--- src/rtl/i2c_idle_gate_pkg.sv ---
package i2c_idle_gate_pkg;

   typedef struct packed {
      logic scl;
      logic sda;
   } i2c_lines_t;

   localparam i2c_lines_t LINES_IDLE = '{scl: 1'b1, sda: 1'b1};

endpackage

--- src/rtl/i2c_line_cond.sv ---
module i2c_line_cond
   import i2c_idle_gate_pkg::*;
#(
   parameter int SYNC_STAGES = 2,
   parameter int FILT_LEN    = 3
) (
   input  logic       clk,
   input  logic       rst_n,
   input  logic       sda_raw,
   input  logic       scl_raw,
   output i2c_lines_t filt,
   output i2c_lines_t filt_prev
);

   localparam int NLINES = 2;

   if (SYNC_STAGES < 2) begin : g_bad_sync
      $error("i2c_line_cond: SYNC_STAGES must be at least 2");
   end
   if (FILT_LEN < 2) begin : g_bad_filt
      $error("i2c_line_cond: FILT_LEN must be at least 2");
   end

   logic [NLINES-1:0] raw_v;
   logic [NLINES-1:0] filt_v;
   logic [NLINES-1:0] prev_v;

   assign raw_v = {scl_raw, sda_raw};

   for (genvar li = 0; li < NLINES; li++) begin : g_line
      logic [SYNC_STAGES-1:0] sync_q;
      logic [FILT_LEN-1:0]    hist_q;
      logic                   lvl_q;
      logic                   lvl_prev_q;

      always_ff @(posedge clk or negedge rst_n) begin
         if (!rst_n) begin
            sync_q     <= '1;
            hist_q     <= '1;
            lvl_q      <= 1'b1;
            lvl_prev_q <= 1'b1;
         end else begin
            sync_q     <= {sync_q[SYNC_STAGES-2:0], raw_v[li]};
            hist_q     <= {hist_q[FILT_LEN-2:0], sync_q[SYNC_STAGES-1]};
            if (&hist_q)
               lvl_q <= 1'b1;
            else if (~|hist_q)
               lvl_q <= 1'b0;
            lvl_prev_q <= lvl_q;
         end
      end

      assign filt_v[li] = lvl_q;
      assign prev_v[li] = lvl_prev_q;
   end

   assign filt      = '{scl: filt_v[1], sda: filt_v[0]};
   assign filt_prev = '{scl: prev_v[1], sda: prev_v[0]};

endmodule

--- src/rtl/i2c_cond_detect.sv ---
module i2c_cond_detect
   import i2c_idle_gate_pkg::*;
(
   input  logic       clk,
   input  logic       rst_n,
   input  i2c_lines_t filt,
   input  i2c_lines_t filt_prev,
   output logic       start_now,
   output logic       stop_now,
   output logic       busy_q,
   output logic       start_pulse,
   output logic       stop_pulse
);

   logic scl_steady_hi;

   assign scl_steady_hi = filt.scl & filt_prev.scl;
   assign start_now     = scl_steady_hi &  filt_prev.sda & ~filt.sda;
   assign stop_now      = scl_steady_hi & ~filt_prev.sda &  filt.sda;

   always_ff @(posedge clk or negedge rst_n) begin
      if (!rst_n) begin
         busy_q      <= 1'b0;
         start_pulse <= 1'b0;
         stop_pulse  <= 1'b0;
      end else begin
         start_pulse <= start_now;
         stop_pulse  <= stop_now;
         if (start_now)
            busy_q <= 1'b1;
         else if (stop_now)
            busy_q <= 1'b0;
      end
   end

endmodule

--- src/rtl/i2c_quiet_count.sv ---
module i2c_quiet_count #(
   parameter int CNT_W  = 4,
   parameter int TICK_W = 12
) (
   input  logic              clk,
   input  logic              rst_n,
   input  logic              load,
   input  logic              line_low,
   input  logic [CNT_W-1:0]  reload_val,
   input  logic [TICK_W-1:0] tick_div,
   output logic              quiet_done
);

   if (CNT_W < 1 || TICK_W < 1) begin : g_bad_w
      $error("i2c_quiet_count: widths must be positive");
   end

   logic [TICK_W-1:0] tick_cnt_q;
   logic              tick;
   logic [CNT_W-1:0]  remain_q;

   assign tick = (tick_cnt_q == tick_div);

   always_ff @(posedge clk or negedge rst_n) begin
      if (!rst_n)
         tick_cnt_q <= '0;
      else if (tick)
         tick_cnt_q <= '0;
      else
         tick_cnt_q <= tick_cnt_q + 1'b1;
   end

   always_ff @(posedge clk or negedge rst_n) begin
      if (!rst_n)
         remain_q <= '0;
      else if (load)
         remain_q <= reload_val;
      else if (tick && remain_q != '0)
         remain_q <= line_low ? reload_val : remain_q - 1'b1;
   end

   assign quiet_done = (remain_q == '0);

endmodule

--- src/rtl/i2c_free_timer.sv ---
module i2c_free_timer #(
   parameter int FREE_W = 10
) (
   input  logic              clk,
   input  logic              rst_n,
   input  logic              start_now,
   input  logic              stop_now,
   input  logic [FREE_W-1:0] free_min,
   output logic              free_ok
);

   if (FREE_W < 1) begin : g_bad_w
      $error("i2c_free_timer: FREE_W must be positive");
   end

   logic [FREE_W-1:0] elapsed_q;
   logic              running_q;

   always_ff @(posedge clk or negedge rst_n) begin
      if (!rst_n) begin
         elapsed_q <= '0;
         running_q <= 1'b1;
      end else if (start_now) begin
         elapsed_q <= '0;
         running_q <= 1'b0;
      end else if (stop_now) begin
         elapsed_q <= '0;
         running_q <= 1'b1;
      end else if (running_q && elapsed_q < free_min) begin
         elapsed_q <= elapsed_q + 1'b1;
      end
   end

   assign free_ok = running_q && (elapsed_q >= free_min);

endmodule

--- src/rtl/i2c_idle_gate.sv ---
module i2c_idle_gate
   import i2c_idle_gate_pkg::*;
#(
   parameter int SYNC_STAGES = 2,
   parameter int FILT_LEN    = 3,
   parameter int CNT_W       = 4,
   parameter int TICK_W      = 12,
   parameter int FREE_W      = 10
) (
   input  logic              clk,
   input  logic              rst_n,
   input  logic              sda_raw,
   input  logic              scl_raw,
   input  logic              slv_stop_evt,
   input  logic              start_req,
   input  logic [CNT_W-1:0]  cfg_reload,
   input  logic [TICK_W-1:0] cfg_tick_div,
   input  logic [FREE_W-1:0] cfg_free_min,
   output logic              bus_busy,
   output logic              bus_start,
   output logic              bus_stop,
   output logic              start_grant,
   output logic              start_hold
);

   i2c_lines_t filt, filt_prev;
   logic start_now, stop_now, busy_q;
   logic line_low, quiet_done, free_ok;
   logic may_start, grant_now, served_q;

   i2c_line_cond #(
      .SYNC_STAGES(SYNC_STAGES),
      .FILT_LEN   (FILT_LEN)
   ) u_cond (
      .clk      (clk),
      .rst_n    (rst_n),
      .sda_raw  (sda_raw),
      .scl_raw  (scl_raw),
      .filt     (filt),
      .filt_prev(filt_prev)
   );

   i2c_cond_detect u_det (
      .clk        (clk),
      .rst_n      (rst_n),
      .filt       (filt),
      .filt_prev  (filt_prev),
      .start_now  (start_now),
      .stop_now   (stop_now),
      .busy_q     (busy_q),
      .start_pulse(bus_start),
      .stop_pulse (bus_stop)
   );

   assign line_low = ~(filt.sda & filt.scl);
   assign bus_busy = busy_q | line_low;

   i2c_quiet_count #(
      .CNT_W (CNT_W),
      .TICK_W(TICK_W)
   ) u_quiet (
      .clk       (clk),
      .rst_n     (rst_n),
      .load      (slv_stop_evt),
      .line_low  (line_low),
      .reload_val(cfg_reload),
      .tick_div  (cfg_tick_div),
      .quiet_done(quiet_done)
   );

   i2c_free_timer #(
      .FREE_W(FREE_W)
   ) u_free (
      .clk      (clk),
      .rst_n    (rst_n),
      .start_now(start_now),
      .stop_now (stop_now),
      .free_min (cfg_free_min),
      .free_ok  (free_ok)
   );

   assign may_start  = ~bus_busy & quiet_done & free_ok;
   assign grant_now  = start_req & ~served_q & may_start;
   assign start_hold = start_req & ~served_q & ~may_start;

   always_ff @(posedge clk or negedge rst_n) begin
      if (!rst_n) begin
         start_grant <= 1'b0;
         served_q    <= 1'b0;
      end else begin
         start_grant <= grant_now;
         served_q    <= grant_now | (served_q & start_req);
      end
   end

endmodule

--- config.mk ---
export PLATFORM = sky130hd
export DESIGN_NAME = i2c_idle_gate
export DESIGN_NICKNAME = d
export VERILOG_FILES = /design/src/rtl/i2c_idle_gate_pkg.sv /design/src/rtl/i2c_line_cond.sv /design/src/rtl/i2c_cond_detect.sv /design/src/rtl/i2c_quiet_count.sv /design/src/rtl/i2c_free_timer.sv /design/src/rtl/i2c_idle_gate.sv
export SDC_FILE = /design/constraint.sdc
export NUM_CORES = 1
export LEC_CHECK = 0
export BUFFER_PORTS_ARGS = -buffer_cell sky130_fd_sc_hd__buf_2
export CAP_MARGIN = 0
export CORE_UTILIZATION = 38
export DETAILED_ROUTE_END_ITERATION = 8
export PLACE_DENSITY = 0.66
export SYNTH_ARGS = -nofsm -noshare
export SYNTH_HDL_FRONTEND = slang
export SYNTH_SLANG_ARGS = --single-unit
--- constraint.sdc ---
create_clock -name clk -period 4.24 [get_ports clk]
set_clock_uncertainty 0.05 [all_clocks]
set_input_delay 0.212 -clock clk [delete_from_list [all_inputs] [get_ports clk]]
set_output_delay 0.212 -clock clk [all_outputs]
set_load 0.02 [all_outputs]
# Yosys cells after proc, flatten, opt, wreduce, memory -nomap -nowiden
# Cells that the tools add are included.
# op_classes
order_cmp	2
n_mux	15
n_addsub	3
bitwise_logic	20
reduce_logical	12
eq_ne	3
# ops
cell	n
$mux 10	3
$add 12x1->12 const B	1
$and 1x1->1	12
$eq 12x12->1	1
$mux 12	1
$mux 4	3
$add 10x1->10 const B	1
$ge 10x10->1	1
$lt 10x10->1	1
$mux 1	8
$not 1->1	6
$reduce_and 3->1	2
$reduce_or 3->1	2
$logic_not 4->1	1
$ne 2x1->1 const B	2
$reduce_bool 2->1	2
$reduce_bool 4->1	1
$sub 4x1->4 const B	1
$logic_and 1x1->1	3
$reduce_bool 3->1	1
$or 1x1->1	2
# word_totals
reg_bits	46
input_bits	32
out_inout_bits	5

# Longest topological paths before layout
# depth
depth_word	8
ltp_mapped	8

# Hierarchy
# Synthesis repeated with hierarchy kept, for this count alone.
# unflattened
hier_cells	241
area_unflattened_um2	2461.1
# by_module_without_submodules
mod	cells_per_inst	area_per_inst_um2	instances	seq_area_each_um2
i2c_quiet_count	96	939.7	1	400.4
i2c_free_timer	98	859.6	1	276.5
i2c_line_cond	26	435.4	1	367.9
i2c_idle_gate	11	117.6	1	50.0
i2c_cond_detect	10	108.9	1	75.1

# Worst setup path after synthesis
# Ideal clock, no wire load.
# synth_timing
path_type	register -> output
from	register u_free.elapsed_q[7]
to	output start_hold
t_arrival_ns	2.021
t_required_ns	3.978
path_buffers	0
path_slack_ns	1.957
stages_incl_launch_ff	7
cell_sequence	dfrtp_1 > ha_1 > a211o_1 > a21oi_4 > o211a_2 > a2111oi_4 > nor3b_1
# synth_between
elab_chain_cells	5
# synth_rtl
item	line	text
start, declared	i2c_free_timer.sv:16	logic [FREE_W-1:0] elapsed_q;
start signal, assigned	i2c_free_timer.sv:30	elapsed_q <= elapsed_q + 1'b1;
$ge 10x10->1	i2c_free_timer.sv:34	assign free_ok = running_q && (elapsed_q >= free_min);
$logic_and 1x1->1	i2c_free_timer.sv:34	
$and 1x1->1	i2c_idle_gate.sv:82	assign may_start = ~bus_busy & quiet_done & free_ok;
$not 1->1	i2c_idle_gate.sv:84	assign start_hold = start_req & ~served_q & ~may_start;
$and 1x1->1	i2c_idle_gate.sv:84	
end, declared	i2c_idle_gate.sv:23	output logic start_hold
# No other way between the ends.

# Final worst setup path
# layout_timing
from	register u_free.elapsed_q[3]
to	output start_hold
# The elaborated chain is that of the path after synthesis.

==> results by group <==
Place
  • Final RePlAce weighted congestion: 0.820
  • IO Port Bufs: 36
  • Inst Count DP: 342
  • Placed standard-cell area: 2700 um^2
  • Final HPWL DP: 3400 um

Global route
  • Largest net degree at the start of global routing: 47
  • Initial antenna violation count: 0
  • Number of global-route vias before repair: 1762
  • First-pass GRT wire length: 7710 um
  • Tot GR Track Use: 0.154
  • Congestion Overflow GR: 0

Routing
  • Antenna Nets Post-Route: 0
  • Via count: 1802
  • DR iter-0 viols: 104
  • Drt drc: 0
  • Final WL: 4540 um
  • DR pass1 iterations: 4
  • Routed WL per cell: 12.9 um
  • Via/cell ratio: 5.12

Yosys
  • Syn avg cell area: 10.5 um^2
  • Post-Synthesis Cells: 233
  • Number of synthesized flops with an enable pin: 0
  • Post-synthesis register bit count: 46
  • Synth cell types: 45
  • Main combinational cell family by area after synthesis: simple AND/OR/NAND/NOR gates
  • Post-Synth Simple-Gate Area: 0.181
  • Synth async-reset ratio: 1.00
  • Synth Area in Adders: 0.0718
  • Multiplexer share of the synthesized area: 0.00410
  • YS warnings: 0
  • Syn Std Cell Area: 2440 um^2
  • XOR/XNOR Fraction of Synth Area: 0.0790
  • Synth Area in Compound Gates: 0.144
  • Syn Nets: 279
  • Sequential area share after synthesis: 0.480
  • Top FF cell, synth: dfrtp_1

Die
  • Height of the chip: 82.1 um
  • Initial core utilization: 0.402
  • Core Region: 6060 um^2
  • Die width: 82.1 um
  • Die area: 6740 um^2
  • # IOs: 37
  • Site Rows: 28

Layout
  • Most frequent cells in the layout: 36 x buf_2, 31 x dfrtp_1, 21 x inv_1
  • Commonest non-fill, non-tap cell in the layout: buf_2
  • Post-Layout Inst Area: 2820 um^2
  • Diode count: 0
  • Share of cells above drive strength 1: 0.253
  • Fillers: 590
  • Area of the multi-input gates: 1170 um^2
  • Final cell count without fillers: 352
  • Storage element area: 1170 um^2
  • Final #Nets: 322
  • Layout overhead on the synthesized area: 15.5%

Clocking
  • Clock tree buffer depth: 2
  • Later-pin clock latency in the skew report: 0.31 ns
  • CTS Buf Count: 5
  • Clock root buffer: clkbuf_8
  • Post-CTS sizing: 0
  • Worst-path clk slew: 0.10 ns
  • CTS tree: done
  • Clock sink count: 46
  • H-tree depth: 2

STA
  • Fmax achieved: 0.381 GHz
  • Rel. slew slack: 0.354
  • Max Slew Vio Count: 0
  • RSZ-0062 raised after global routing: false
  • Fin crit share: 0.620
  • Setup violators final: 0
  • Slew @ Worst Pin: 0.969 ns
  • Worst hold margin: -0.0107 ns
  • Final Hold Viols: 5
  • Setup tns final: 0 ns
  • Fin crit period: 2.63 ns

Critical path
  • R2R Setup Slk: 1.90 ns
  • Setup CP Type: flop to output port
  • Crit path DAT: 2.37 ns
  • Reg2Reg Depth: 6
  • RR Startpoint: u_free.elapsed_q[7]
  • Critical Path Fanout Max: 6
  • RR Endpoint: u_free.elapsed_q[3]
  • Worst EP required: 3.98 ns
  • Critical Path Source Type: flop
  • Critical Path Sink Type: output port

Status
  • Outcome: complete, but fails checks
  • Failing checks: negative hold slack

Hold path
  • Hold WC Path Type: input port to async pin

Power
  • Power per Cell Area: 416 nW/um^2
  • Leak Pwr: 1.31 nW
  • Worst VDD drop: 0.251 mV

Job
  • Max Cap Violations: 0
metal layers:
| metal | track usage | share of wire | vias to the layer above |
|---|---|---|---|
| met2 | 0.250 | 0.45 | 40 |
| met1 | 0.196 | 0.49 | 830 |
| met3 | 0.0330 | 0.037 | 10 |
| met4 | 0.0702 | 0.020 | 0 |
| met5 | 0 | 0 | - |
| li1 | - | - | 922 |
synthesized netlist by cell type (3+ instances only):
| master | number | area, um^2 |
|---|---|---|
| ha_1 | 14 | 175 |
| nand3_1 | 14 | 70.1 |
| dfstp_2 | 15 | 394 |
| or3_1 | 3 | 18.8 |
| o31ai_1 | 5 | 37.5 |
| nand2_1 | 11 | 41.3 |
| o21a_1 | 3 | 22.5 |
| dfrtp_1 | 31 | 776 |
| xnor2_1 | 16 | 140 |
| and3_1 | 5 | 31.3 |
| inv_1 | 21 | 78.8 |
| o21ai_0 | 10 | 50.1 |
| a21oi_1 | 14 | 70.1 |
| xor2_1 | 6 | 52.6 |
| nand4_1 | 5 | 31.3 |
| nor2_1 | 17 | 63.8 |
| or4_1 | 5 | 37.5 |
| nand4b_1 | 3 | 26.3 |
metrics by stage:
step	setup WS (ns)	power (W)	util
3_3_place_gp	1.96	0.000887	0.446
3_5_place_dp	1.93	0.000892	0.446
5_1_grt	1.46	0.00126	0.465
2_1_floorplan	1.96	0.000802	-
6_report	1.61	0.00117	0.465
4_1_cts	1.61	0.00118	0.465
cell families after synthesis:
kind of cell    count (synthesis)
mux                             1
simple gates                   78
flops                          46
compound gates                 48
xor+xnor                       22
fa+ha+maj                      14
buf+inv                        24
worst max-delay path by stage:
stage	startpoint	end	slack [ns]	cells past startpoint
after floorplan	u_free.elapsed_q[7]	start_hold	1.96	6
after global placement	u_free.elapsed_q[7]	u_free.elapsed_q[4]	1.96	6
after detailed placement	u_free.elapsed_q[7]	u_free.elapsed_q[6]	1.93	6
after CTS	u_free.elapsed_q[8]	start_hold	1.61	7
after global routing	u_free.elapsed_q[7]	start_hold	1.46	7
final	u_free.elapsed_q[3]	start_hold	1.61	7
flip-flops by register name, summed over array words and instances (netlist names):
register                  count
u_quiet.tick_cnt_q           12
u_det.busy_q                  1
u_free.elapsed_q             10
u_cond.g_line.sync_q          4
u_cond.g_line.lvl_prev_q      2
u_free.running_q              1
u_det.start_pulse             1
start_grant                   1
served_q                      1
u_cond.g_line.hist_q          6
u_det.stop_pulse              1
u_quiet.remain_q              4
u_cond.g_line.lvl_q           2
cell type report:
class                           instances  share of cell area
Tap cell                               75              0.0333
Clock inverter                          3              0.0102
Sequential cell                        46               0.415
Inverter                               21              0.0280
Timing Repair Buffer                   39              0.0737
Multi-Input combinational cell        163               0.415
Clock buffer                            5              0.0244
worst max-delay path, cell delays in order, from the launching register on:
cell       delay (ns)
dfrtp_1          0.44
ha_1             0.33
nand4_1          0.13
a211o_1          0.33
o211a_2          0.19
a2111oi_4        0.40
nor3b_1          0.09
buf_2            0.17
power by group:
group / switching, W / internal, W
Sequential: 0.0000855 / 0.000520
Clock: 0.000164 / 0.000123
Combinational: 0.000152 / 0.000126
what timing repair did:
| item | CTS | global route |
|---|---|---|
| hold endpoints to repair | 2 | 0 |
| setup buffers | 0 | 0 |
| endpoints found under the setup margin | 0 | 0 |
| hold buffers | 2 | 0 |
Power figures use the tool's default switching activity.
